`src/rtl/scan_seq_pkg.sv`:
```
package scan_seq_pkg;
  localparam int CFG_W  = 16;
  localparam int MODE_W = 3;
  localparam int SEL_W  = 2;
  localparam int DIV_W  = 2;
  localparam int CHAN_W = 2;

  // Field positions in the configuration word
  localparam int MODE_LSB  = 0;
  localparam int SEL_LSB   = MODE_LSB + MODE_W;
  localparam int DIV_LSB   = SEL_LSB + SEL_W;
  localparam int TIME_MSB  = DIV_LSB + DIV_W - 1;
  localparam int PAIR_LSB  = TIME_MSB + 1;
  localparam int AC_LSB    = PAIR_LSB + 2;
  localparam int APD_BIT   = AC_LSB + 2;
  localparam int DPD_BIT   = APD_BIT + 1;

  typedef struct packed {
    logic              restart;
    logic              hold;
    logic [MODE_W-1:0] mode;
    logic [SEL_W-1:0]  clkSel;
    logic [DIV_W-1:0]  divShift;
  } seqCtl_t;
endpackage

```
`src/rtl/scan_seq_ctrl.sv`:
```
module scan_seq_ctrl
  import scan_seq_pkg::*;
(
  input  logic             clk,
  input  logic             rstN,
  input  logic             cfgWrEn,
  input  logic [CFG_W-1:0] cfgWrData,
  output seqCtl_t          ctl,
  output logic [1:0]       pairEnable,
  output logic [1:0]       acCouple,
  output logic             analogPd,
  output logic             digitalPd
);
  logic [CFG_W-1:0] cfgReg;
  logic             timeFieldsDiffer;

  always_ff @(posedge clk) begin
    if (!rstN) cfgReg <= '0;
    else if (cfgWrEn) cfgReg <= cfgWrData;
  end

  assign timeFieldsDiffer = cfgWrData[TIME_MSB:0] != cfgReg[TIME_MSB:0];

  always_comb begin
    ctl.restart  = cfgWrEn && timeFieldsDiffer;
    ctl.hold     = cfgReg[DPD_BIT];
    ctl.mode     = cfgReg[MODE_LSB +: MODE_W];
    ctl.clkSel   = cfgReg[SEL_LSB +: SEL_W];
    ctl.divShift = cfgReg[DIV_LSB +: DIV_W];
  end

  for (genvar g = 0; g < 2; g++) begin : g_pair
    assign pairEnable[g] = cfgReg[PAIR_LSB + g];
    assign acCouple[g]   = cfgReg[AC_LSB + g];
  end

  assign analogPd  = cfgReg[APD_BIT];
  assign digitalPd = cfgReg[DPD_BIT];

  // a write shows up on the static outputs one cycle later
  p_flags_follow_r9: assert property (@(posedge clk) disable iff (!rstN)
    $past(cfgWrEn) |-> (digitalPd == $past(cfgWrData[DPD_BIT]) &&
                        pairEnable == $past(cfgWrData[PAIR_LSB +: 2])));
endmodule

```
`src/rtl/scan_seq_dp.sv`:
```
module scan_seq_dp
  import scan_seq_pkg::*;
#(
  parameter int NUM_CLK = 1 << SEL_W
)(
  input  logic              clk,
  input  logic              rstN,
  input  seqCtl_t           ctl,
  input  logic [NUM_CLK-1:0] mclkEn,
  output logic              sampleStrobe,
  output logic [CHAN_W-1:0] sampleChan
);
  localparam int CNT_W = (1 << DIV_W) - 1;

  logic [CNT_W-1:0]  divCnt;
  logic [CNT_W-1:0]  divLimit;
  logic [CNT_W:0]    divFull;
  logic [CHAN_W-1:0] scanPos;
  logic [CHAN_W-1:0] grpBase;
  logic [CHAN_W-1:0] grpLast;
  logic              grpValid;
  logic              selEn;
  logic              tick;

  // Scan-code decode: group base channel and last position index
  always_comb begin
    grpBase  = '0;
    grpLast  = '0;
    grpValid = 1'b1;
    case (ctl.mode)
      3'd1: grpLast = CHAN_W'(3);
      3'd2: grpLast = CHAN_W'(1);
      3'd3: begin grpBase = CHAN_W'(2); grpLast = CHAN_W'(1); end
      3'd4, 3'd5, 3'd6, 3'd7: grpBase = ctl.mode[CHAN_W-1:0];
      default: grpValid = 1'b0;
    endcase
  end

  always_comb begin
    divFull  = (CNT_W+1)'(1) << ctl.divShift;
    divLimit = CNT_W'(divFull - (CNT_W+1)'(1));
  end

  assign selEn = mclkEn[ctl.clkSel];
  assign tick  = !ctl.restart && !ctl.hold && selEn && (divCnt == divLimit);

  always_ff @(posedge clk) begin
    if (!rstN || ctl.restart || ctl.hold) begin
      divCnt  <= '0;
      scanPos <= '0;
    end else if (selEn) begin
      if (divCnt == divLimit) begin
        divCnt <= '0;
        if (grpValid) scanPos <= (scanPos == grpLast) ? '0 : scanPos + CHAN_W'(1);
      end else begin
        divCnt <= divCnt + CNT_W'(1);
      end
    end
  end

  always_ff @(posedge clk) begin
    if (!rstN) begin
      sampleStrobe <= 1'b0;
      sampleChan   <= '0;
    end else begin
      sampleStrobe <= tick && grpValid;
      if (ctl.hold) sampleChan <= '0;
      else if (tick && grpValid) sampleChan <= grpBase + scanPos;
    end
  end

  // a strobe only follows a cycle with a non-idle scan code
  p_idle_quiet_r5: assert property (@(posedge clk) disable iff (!rstN)
    sampleStrobe |-> $past(ctl.mode) != 3'd0);

  // digital power-down blanks strobes and zeroes the channel
  p_pd_blank_r10: assert property (@(posedge clk) disable iff (!rstN)
    $past(ctl.hold) |-> (!sampleStrobe && sampleChan == '0));

  // single-channel codes pin the channel
  p_single_fixed_r4: assert property (@(posedge clk) disable iff (!rstN)
    (sampleStrobe && $past(ctl.mode[2])) |-> sampleChan == $past(ctl.mode[1:0]));

  // the upper pair never emits channels 0 or 1
  p_pair_upper_r3: assert property (@(posedge clk) disable iff (!rstN)
    (sampleStrobe && $past(ctl.mode) == 3'd3) |-> sampleChan[1]);

  // a restart clears the count and suppresses the strobe
  p_restart_clears_r8: assert property (@(posedge clk) disable iff (!rstN)
    $past(ctl.restart) |-> (divCnt == '0 && !sampleStrobe));
endmodule

```
`src/rtl/scan_seq_top.sv`:
```
module scan_seq_top
  import scan_seq_pkg::*;
(
  input  logic        clk,
  input  logic        rstN,
  input  logic        cfgWrEn,
  input  logic [15:0] cfgWrData,
  input  logic [3:0]  mclkEn,
  output logic        sampleStrobe,
  output logic [1:0]  sampleChan,
  output logic [1:0]  pairEnable,
  output logic [1:0]  acCouple,
  output logic        analogPd,
  output logic        digitalPd
);
  seqCtl_t ctl;

  scan_seq_ctrl u_ctrl (
    .clk(clk), .rstN(rstN), .cfgWrEn(cfgWrEn), .cfgWrData(cfgWrData),
    .ctl(ctl), .pairEnable(pairEnable), .acCouple(acCouple),
    .analogPd(analogPd), .digitalPd(digitalPd)
  );

  scan_seq_dp #(.NUM_CLK(4)) u_dp (
    .clk(clk), .rstN(rstN), .ctl(ctl), .mclkEn(mclkEn),
    .sampleStrobe(sampleStrobe), .sampleChan(sampleChan)
  );
endmodule

```
`config.mk`:
```
export PLATFORM = sky130hd
export DESIGN_NAME = scan_seq_top
export DESIGN_NICKNAME = d
export VERILOG_FILES = /design/src/rtl/scan_seq_pkg.sv /design/src/rtl/scan_seq_ctrl.sv /design/src/rtl/scan_seq_dp.sv /design/src/rtl/scan_seq_top.sv
export SDC_FILE = /design/constraint.sdc
export NUM_CORES = 1
export LEC_CHECK = 0
export ABC_AREA = 1
export BUFFER_PORTS_ARGS = -buffer_cell sky130_fd_sc_hd__buf_2
export CAP_MARGIN = 20
export CORE_ASPECT_RATIO = 0.6
export CORE_MARGIN = 5
export CORE_UTILIZATION = 45
export CTS_CLUSTER_SIZE = 28
export DETAILED_ROUTE_END_ITERATION = 8
export HOLD_SLACK_MARGIN = 0.1
export PLACE_DENSITY = 0.79
export SLEW_MARGIN = 20
export SYNTH_ARGS = -nofsm -noshare
export SYNTH_HDL_FRONTEND = slang
export SYNTH_SLANG_ARGS = --single-unit
```
`constraint.sdc`:
```
create_clock -name clk -period 1.2 [get_ports clk]
set_clock_uncertainty 0.1 [all_clocks]
set_input_delay 0.12 -clock clk [delete_from_list [all_inputs] [get_ports clk]]
set_output_delay 0.12 -clock clk [all_outputs]
set_load 0.02 [all_outputs]
```
* Yosys cells after proc, flatten, opt, wreduce, memory -nomap -nowiden
Index checks and enable logic that the tools add are counted.
** Word-level totals
- Flip-flop bits (word level) :: 21
- Input port bits :: 23
- Output and inout bits :: 9
- Word-level logic and storage cells :: 44
** Operators by class
- Multiplexer cells :: 7
- Shift-type cells :: 1
- Bitwise logic cells :: 1
- Reduce and logical (&&, ||, !) cells :: 15
- Order comparisons :: 1
- Add/subtract/negate cells :: 4
- Equal/unequal tests :: 10
** Operator list (number)
- 3-bit == test, second input constant :: 4
- 2-bit one-hot mux with 2 select lines :: 2
- 7-bit != test :: 1
- 7-bit OR reduction :: 1
- 3-bit by 2-bit == test with 1-bit output, second input constant :: 2
- 1-bit logical AND :: 5
- 2-bit OR reduction :: 2
- 4-bit OR reduction :: 1
- 3-bit by 1-bit adder with 3-bit output, second input constant :: 1
- 3-bit by 1-bit == test with 1-bit output, second input constant :: 1
- 3-bit == test :: 1
- 1-bit logical NOT :: 3
- 2-bit by 3-bit less-than comparator with 1-bit output, second input constant :: 1
- 3-bit 2-to-1 mux :: 1
- 3-bit AND reduction :: 1
- 1-bit by 2-bit << shifter with 3-bit output, first input constant :: 1
- 3-bit by 1-bit subtractor with 3-bit output, second input constant :: 1
- 2-bit by 1-bit adder with 2-bit output, second input constant :: 1
- 2-bit adder :: 1
- 1-bit binary-select mux with 2-bit select :: 1
- 2-bit == test :: 1
- 1-bit logical OR :: 2
- 1-bit 2-to-1 mux :: 2
- 2-bit 2-to-1 mux :: 1
- 1-bit inverter :: 1

* Depth between registers and ports, before layout
Gate-level depths: netlist of the first run.
- Depth after elaboration :: 7
- Mapped depth :: 11
- Mapped depth without buffers :: 11

* By module
From an unflattened synthesis of the first run, not the netlist that was laid out.
** Unflattened totals
- Cell total of the unflattened synthesis :: 198
- Area total of the unflattened synthesis :: 1263.7 um^2
** By module, submodules not included
- scan_seq_dp :: times used 1, sequential area each 160.2 um^2, cells each 110, area an instance 670.6 um^2
- scan_seq_ctrl :: times used 1, sequential area each 260.2 um^2, cells each 88, area an instance 593.1 um^2

* Worst setup path before layout of the first run
Ideal clock, no wire load.
- Kind :: reg2reg
- Start :: register u_ctrl.cfgReg[0]
- End :: register u_dp.sampleChan[1]
- Setup time :: 0.064 ns
- Path buffers :: 0
- Setup slack :: -0.078 ns
- Clock period less this slack :: 1.278 ns
- Data required time :: 1.036 ns
- Cell stages (with the launch flop) :: 10
- Arrival time :: 1.114 ns
- Cell sequence :: dfxtp_1 nand2_1 inv_1 ha_1 xnor2_1 xor2_1 inv_1 nand3_1 nand2_1 nor2_1
** Between the ends
- Cells in the longest elaborated chain, start to end :: 7
- Elaborated cells on any way between the ends :: 19
- Classes of those cells :: add/sub (1); eq/ne (8); mux (2); reduce/logical (8)
** Ends and longest elaborated chain
- start, declared :: RTL line scan_seq_ctrl.sv:14 : logic [CFG_W-1:0] cfgReg;
- start signal, assigned :: RTL line scan_seq_ctrl.sv:19 : else if (cfgWrEn) cfgReg <= cfgWrData;
- branches (longest 7 deep; another with 2-bit adder)
- end signal, assigned :: RTL line scan_seq_dp.sv:68 : else if (tick && grpValid) sampleChan <= grpBase + scanPos;
- end, declared :: RTL line scan_seq_dp.sv:11 : output logic [CHAN_W-1:0] sampleChan
Parallel ways; which one is timed is not known.
A chain may end at the register's enable or synchronous reset.

* Final worst setup path of the first run
- Start :: register u_ctrl.cfgReg[6]
- End :: register u_dp.sampleChan[0]
** Between the ends
- Cells in the longest elaborated chain, start to end :: 7
- Elaborated cells on any way between the ends :: 10
- Classes of those cells :: add/sub (1); eq/ne (2); shift (1); reduce/logical (6)
** Ends and longest elaborated chain
- branches (longest 5 deep; another with 3-bit by 1-bit subtractor with 3-bit output)
- 1-bit logical AND (*) :: RTL line scan_seq_dp.sv:45 : assign tick = !ctl.restart && !ctl.hold && selEn && (divCnt == divLimit);
- 1-bit logical AND (*) :: RTL line scan_seq_dp.sv:68
Mark *: on every way between the ends.

==> run metrics, run 1 <==
outcome=complete, but fails checks; failing checks=setup timing; first-pass GRT wire length=5478 µm; antenna-violating nets left=0; Final WS setup=-0.2446 ns; Starting Density=46.38%; maxcap violations=0; Clock Sinks=21; DP Wirelength=2047 µm; Max Clk Rate=692.2 MHz; Final Hold Viols=0; Lkg Pwr=0.0008431 µW; crit path cell chain=inv_6, nand3_4, nand2_4, nor2_4, nand3_4, nor2_4, nand3_2, nand2_2, nor2_2; CTS root buffer=clkbuf_8; critical path's slowest cell=dfxtp_4; main flop type after synthesis=dfxtp_1; pwr/cell area=952.9 nW/µm²; Max VDD drop=600.2 µV; final global-route overflow total=0; Worst setup SP type=flip-flop; die span in x=74.90 µm; fin crit share=120.4%; worst endpoint required time=1.26 ns; Post-Syn Instances=177; Flop pwr share=45.2%; CP max FO=7; Die ar.=3666 µm²; Slew headroom=78.23%; Yosys reg bits=21; cell area after layout=1783 µm²; Vias/cell=4.740; Clock transition at path regs=0.08 ns; Mapped Area=1137 µm²; Top delay family on crit path=simple AND/OR/NAND/NOR gates; Seq/Total Area, Yosys=36.96%; placed insts=250; Min Clock Period, post-route=1.445 ns; busiest layer in global routing=met2; GR Util met1=24.72%; post-DR wirelength/cell=12.20 µm; Nets=263; Total Routing Usage GR=19.39%; Post-DP Area=1450 µm²; Async SR Flop Fraction=0%; Logic pwr share=27.0%; Hold WS=0.1499 ns; critical path type=flip-flop to flip-flop; commonest non-fill, non-tap cell in the layout=nand2_1; Clk pwr share=27.8%; chip height=48.94 µm; vias in the first global route=1230; most frequent cells in the layout=39 x nand2_1, 28 x buf_2, 23 x inv_1; number of synthesized flops with an enable pin=0; area grow syn2layout=56.77%; clock latency at the later pin of the worst-skew pair=0.26 ns; final wirelength=3282 µm; met3 usage=5.556%; final slew viol count=0; RSZ-0062 raised after global routing=yes; Core Region=2452 µm²; Buf+Inv Stages, Crit Path=1; number of buffers added on ports=28; switching part of the total=31.01%; DRC viols=0; H-tree Lvls=1; Syn Nets=202; CP max stage delay=0.42 ns; largest net degree at the start of global routing=17; initial antenna violation count=0; Ports=32; final setup fails=8; met2 usage=31.21%; Final Non-Filler Cells=269; Data arrival, critical path=1.50 ns; CTS tree=yes; number of diodes=0; DR pass1 iterations=4; Mapped Avg Cell Area=6.426 µm²; P_int=1172 µW; Synth cell types=21; Routability Congestion=0.8962; initial drt markers=95; layout cell share with drive strength beyond 1=37.55%; Hold Crit Class=input pin to flip-flop; dpl ws=-0.1726 ns; Synth Warn #=0; Least-Margin Pin Slew=0.3265 ns; CTS buffer count=3; switching pwr=526.8 µW; Bufs on Longest Clock Path=2; detailed-route via count=1275; CP endpoint kind=flip-flop; Rows=14
-- Yosys cell counts, types with 2 or more instances --
cell type	number	area [µm²]
nand3_1	9	45.04
o21ai_0	15	75.07
inv_2	2	7.510
clkbuf_1	3	11.26
dfxtp_1	21	420.4
xor2_1	4	35.03
inv_1	25	93.84
nor2_1	23	86.33
ha_1	2	25.02
nand2_2	3	18.77
a21oi_1	14	70.07
nand2_1	46	172.7
xnor2_1	2	17.52
-- metal layers --
metal	vias up	part of all wire (%)
met5	-	0
met4	0	2.1
met3	8	5.7
met2	38	48
met1	557	45
li1	672	-
-- worst paths after layout --
kind	slack, ns	depth (start not counted)	end	startpoint
max	-0.24	9	u_dp.sampleChan[0]$_SDFFE_PP0P_	u_ctrl.cfgReg[6]$_SDFFE_PN0P_
min reg2reg	0.38	2	u_dp.sampleChan[1]$_SDFFE_PP0P_	u_dp.sampleChan[1]$_SDFFE_PP0P_
min	0.15	3	u_ctrl.cfgReg[2]$_SDFFE_PN0P_	cfgWrEn
max reg2reg	-0.24	9	u_dp.sampleChan[0]$_SDFFE_PP0P_	u_ctrl.cfgReg[6]$_SDFFE_PN0P_
-- per-stage QoR --
step           utilization (%)  power (µW)  setup TNS (ns)
5_1_grt                  72.70        1795          -2.239
3_5_place_dp             59.13        1125          -1.179
4_1_cts                  70.00        1657          -1.103
3_3_place_gp             59.13        1117         -0.9377
6_report                 72.70        1699          -1.565
2_1_floorplan                -       985.7         -0.1012
-- layout make-up --
type | instances | area, µm²
clock buffer | 4 | 45.04
sequential | 21 | 441.7
multi-input combinational | 125 | 737.0
tap | 32 | 40.04
fill | 195 | 669.4
inverter | 28 | 111.4
timing repair buffer | 59 | 407.9
-- registers in the layout, summed over array words and instances, names as in the netlist --
signal / flops
u_ctrl.cfgReg: 13
u_dp.divCnt: 3
u_dp.sampleChan: 2
u_dp.scanPos: 2
u_dp.sampleStrobe: 1
-- power groups by stage --
stage	sequential, µW	clock, µW	combinational, µW
detailed placement	781	0	344
global placement	780	0	337
finish	767	472	459
floorplan	797	0	189
CTS	766	473	418
global route	774	517	505
-- what timing repair did --
action,in CTS,in global routing
pin swaps,9,10
gates resized for setup,24,15
buffers inserted,0,1
setup endpoints to repair,8,8
hold buffers,14,0
endpoints found under the hold margin,13,0
gates cloned,0,0
-- logic make-up (layout without fill, tap and decap cells) --
| kind of cell | after synthesis | in the layout | share of synthesized area [%] |
|---|---|---|---|
| AOI/OAI and AO/OA | 31 | 31 | 13.75 |
| xor gates and xnor gates | 6 | 6 | 4.620 |
| adders and majority gates | 2 | 2 | 2.200 |
| buffers and inverters | 31 | 91 | 10.23 |
| DFF | 21 | 21 | 36.96 |
| and+or+nand+nor | 86 | 86 | 32.23 |
-- worst min-delay path, stage by stage --
cell,delay (ns)
buf_2,0.10
inv_1,0.12
a21oi_1,0.14
No activity file was read; power rests on OpenSTA's default activity.
==> run 2: changes to the inputs <==
--- a/config.mk
+++ b/config.mk
@@ -13,6 +13,7 @@
 export CORE_UTILIZATION = 45
 export CTS_CLUSTER_SIZE = 28
 export DETAILED_ROUTE_END_ITERATION = 8
+export GPL_TIMING_DRIVEN = 0
 export HOLD_SLACK_MARGIN = 0.1
 export PLACE_DENSITY = 0.79
 export SLEW_MARGIN = 20
==> run metrics, run 2 (synthesis results as in run 1) <==
clock latency at the later pin of the worst-skew pair=0.26 ns (about the same); CP endpoint kind=flip-flop; outcome=complete, but fails checks; Slew headroom=71.86% (-6.4 points); DRC viols=0 (unchanged); vias in the first global route=1099 (-11%); post-DR wirelength/cell=11.66 µm (-4.5%); reg2reg path depth=9 (unchanged); Data arrival, critical path=1.45 ns (-0.05 ns); CP max FO=7 (unchanged); Rows=14 (unchanged); Starting Density=46.38% (unchanged); most frequent cells in the layout=40 x nand2_1, 27 x buf_2, 22 x inv_1; worst reg-to-reg setup slack=-0.19 ns (+0.05 ns); Worst Hold Launch=cfgWrEn; final wirelength=3042 µm (-7.3%); chip height=48.94 µm (unchanged); commonest non-fill, non-tap cell in the layout=nand2_1; area grow syn2layout=46.97%; dpl ws=-0.1714 ns (+0.001197 ns); Core Region=2452 µm² (unchanged); max FFs per register=13 (unchanged); H-tree Lvls=1 (unchanged); DP Wirelength=1957 µm (-4.4%); biggest regs=u_ctrl.cfgReg (13), u_dp.divCnt (3); worst endpoint required time=1.26 ns (about the same); Final Hold Viols=0 (unchanged); switching pwr=500.0 µW (-5.1%); WHS Endpoint=u_ctrl.cfgReg[4]$_SDFFE_PN0P_; largest register by flop count=u_ctrl.cfgReg; fillers=211 (+8.2%); final setup fails=8 (unchanged); layout cell share with drive strength beyond 1=32.31% (-5.2 points); Die ar.=3666 µm² (unchanged); maxcap violations=0 (unchanged); CTS root buffer=clkbuf_8; P_int=1150 µW (-1.9%); pwr/cell area=986.8 nW/µm² (+3.6%); Clock Sinks=21 (unchanged); Pwr Total=1650 µW (-2.9%); fin crit share=116.2% (-4.2 points); Vias/cell=4.766 (+0.56%); detailed-route via count=1244 (-2.4%); critical path type=flip-flop to flip-flop; Critical R2R Launch=u_ctrl.cfgReg[6]$_SDFFE_PN0P_; Finished Core Util=68.16% (-4.5 points); largest net degree at the start of global routing=12 (-5); Hold Crit Class=input pin to flip-flop; Final WS setup=-0.1941 ns (+0.05054 ns); Lkg Pwr=0.0007880 µW (-6.5%); final global-route overflow total=0 (unchanged); Ports=32 (unchanged); Clk pwr share=28.4% (+0.6 points); R2R Path End=u_dp.sampleChan[0]$_SDFFE_PP0P_; Worst setup SP type=flip-flop; Hold Path Stages=3 (unchanged); CTS buffer count=3 (unchanged); Logic pwr share=24.9% (-2.1 points); CTS tree=yes; Nets=255 (-3.0%); Flop pwr share=46.7% (+1.5 points); DR pass1 iterations=4 (unchanged); Hold WS=0.2129 ns (+0.06304 ns); Routability Congestion=0.8189 (-8.6%); Min Clock Period, post-route=1.394 ns (-0.05054 ns); number of buffers added on ports=27 (-3.6%); Clock transition at path regs=0.08 ns (about the same); Total Routing Usage GR=17.11% (-2.3 points); RSZ-0062 raised after global routing=yes; final slew viol count=0 (unchanged); initial antenna violation count=0 (unchanged); number of diodes=0 (unchanged); initial drt markers=44 (-54%); Max VDD drop=861.6 µV (+44%); Max Clk Rate=717.3 MHz (+3.6%); switching part of the total=30.31% (-0.70 points); first-pass GRT wire length=4892 µm (-11%); Least-Margin Pin Slew=0.4221 ns (+0.09558 ns); antenna-violating nets left=0 (unchanged); Bufs on Longest Clock Path=2 (unchanged); failing checks=setup timing; die span in x=74.90 µm (unchanged)
-- run 2: changes by cell type in the layout (fill, tap and decap cells not counted), sizes merged --
cell         delta
clkbuf          +3
buf            -12
dlygate4sd3     +1
-- run 2: layer usage --
layer	vias to the layer above	track usage, %	wire length, µm
met4	0	2.663	24
li1	656	-	-
met2	36	24.86	1357
met5	-	0	0
met1	548	24.29	1437
met3	4	6.379	223
-- run 2: final cells by class --
| class | instances | area [µm²] | share of cell area [%] |
|---|---|---|---|
| repair buffers | 48 | 330.3 | 19.76 |
| multi-input cells | 125 | 689.4 | 41.24 |
| inverters | 28 | 112.6 | 6.737 |
| flip-flops and latches | 21 | 442.9 | 26.50 |
| plain buffers | 3 | 11.26 | 0.6737 |
| well taps | 32 | 40.04 | 2.395 |
| clock buffers | 4 | 45.04 | 2.695 |
-- run 2: power groups by stage --
| stage | clock network [µW] | logic, µW | registers [µW] |
|---|---|---|---|
| after global placement | 0 | 292 | 782 |
| after global routing | 506 | 457 | 777 |
| after detailed placement | 0 | 296 | 783 |
| after floorplan | 0 | 189 | 797 |
| after CTS | 478 | 356 | 767 |
| final | 468 | 411 | 770 |
-- run 2: what timing repair did --
| item | in CTS | in global routing |
|---|---|---|
| hold endpoints to repair | 17 | 0 |
| setup endpoints to repair | 8 | 8 |
| resized for setup | 13 | 19 |
| buffers inserted | 1 | 5 |
| pin swaps | 13 | 11 |
| hold buffers | 15 | 0 |
-- run 2: worst max-delay path, cell delays in order, from the launching register on --
cell     delay [ns]
dfxtp_4        0.40
inv_4          0.04
nand3_1        0.09
nand2_2        0.09
nor2_4         0.11
nand3_4        0.08
nor2_4         0.19
nand3_1        0.09
nand2_1        0.06
nor2_1         0.04
-- run 2: through the flow --
step | area [µm²] | setup TNS [ns] | cells
6_report | 1672 | -1.010 | 261
5_1_grt | 1672 | -1.727 | 261
4_1_cts | 1573 | -0.9646 | 256
2_1_floorplan | 1161 | -0.1012 | 177
3_3_place_gp | 1336 | -1.131 | 236
3_5_place_dp | 1336 | -1.190 | 236
-- run 2: how the worst max path moves through the flow --
stage                                       start                              end  slack [ns]
detailed placement  u_ctrl.cfgReg[3]$_SDFFE_PN0P_  u_dp.sampleChan[1]$_SDFFE_PP0P_       -0.17
floorplan           u_ctrl.cfgReg[0]$_SDFFE_PN0P_  u_dp.sampleChan[1]$_SDFFE_PP0P_       -0.05
CTS                 u_ctrl.cfgReg[0]$_SDFFE_PN0P_  u_dp.sampleChan[1]$_SDFFE_PP0P_       -0.16
global route        u_ctrl.cfgReg[3]$_SDFFE_PN0P_  u_dp.sampleChan[1]$_SDFFE_PP0P_       -0.27
global placement    u_ctrl.cfgReg[3]$_SDFFE_PN0P_  u_dp.sampleChan[1]$_SDFFE_PP0P_       -0.17
finish              u_ctrl.cfgReg[6]$_SDFFE_PN0P_  u_dp.sampleChan[0]$_SDFFE_PP0P_       -0.19
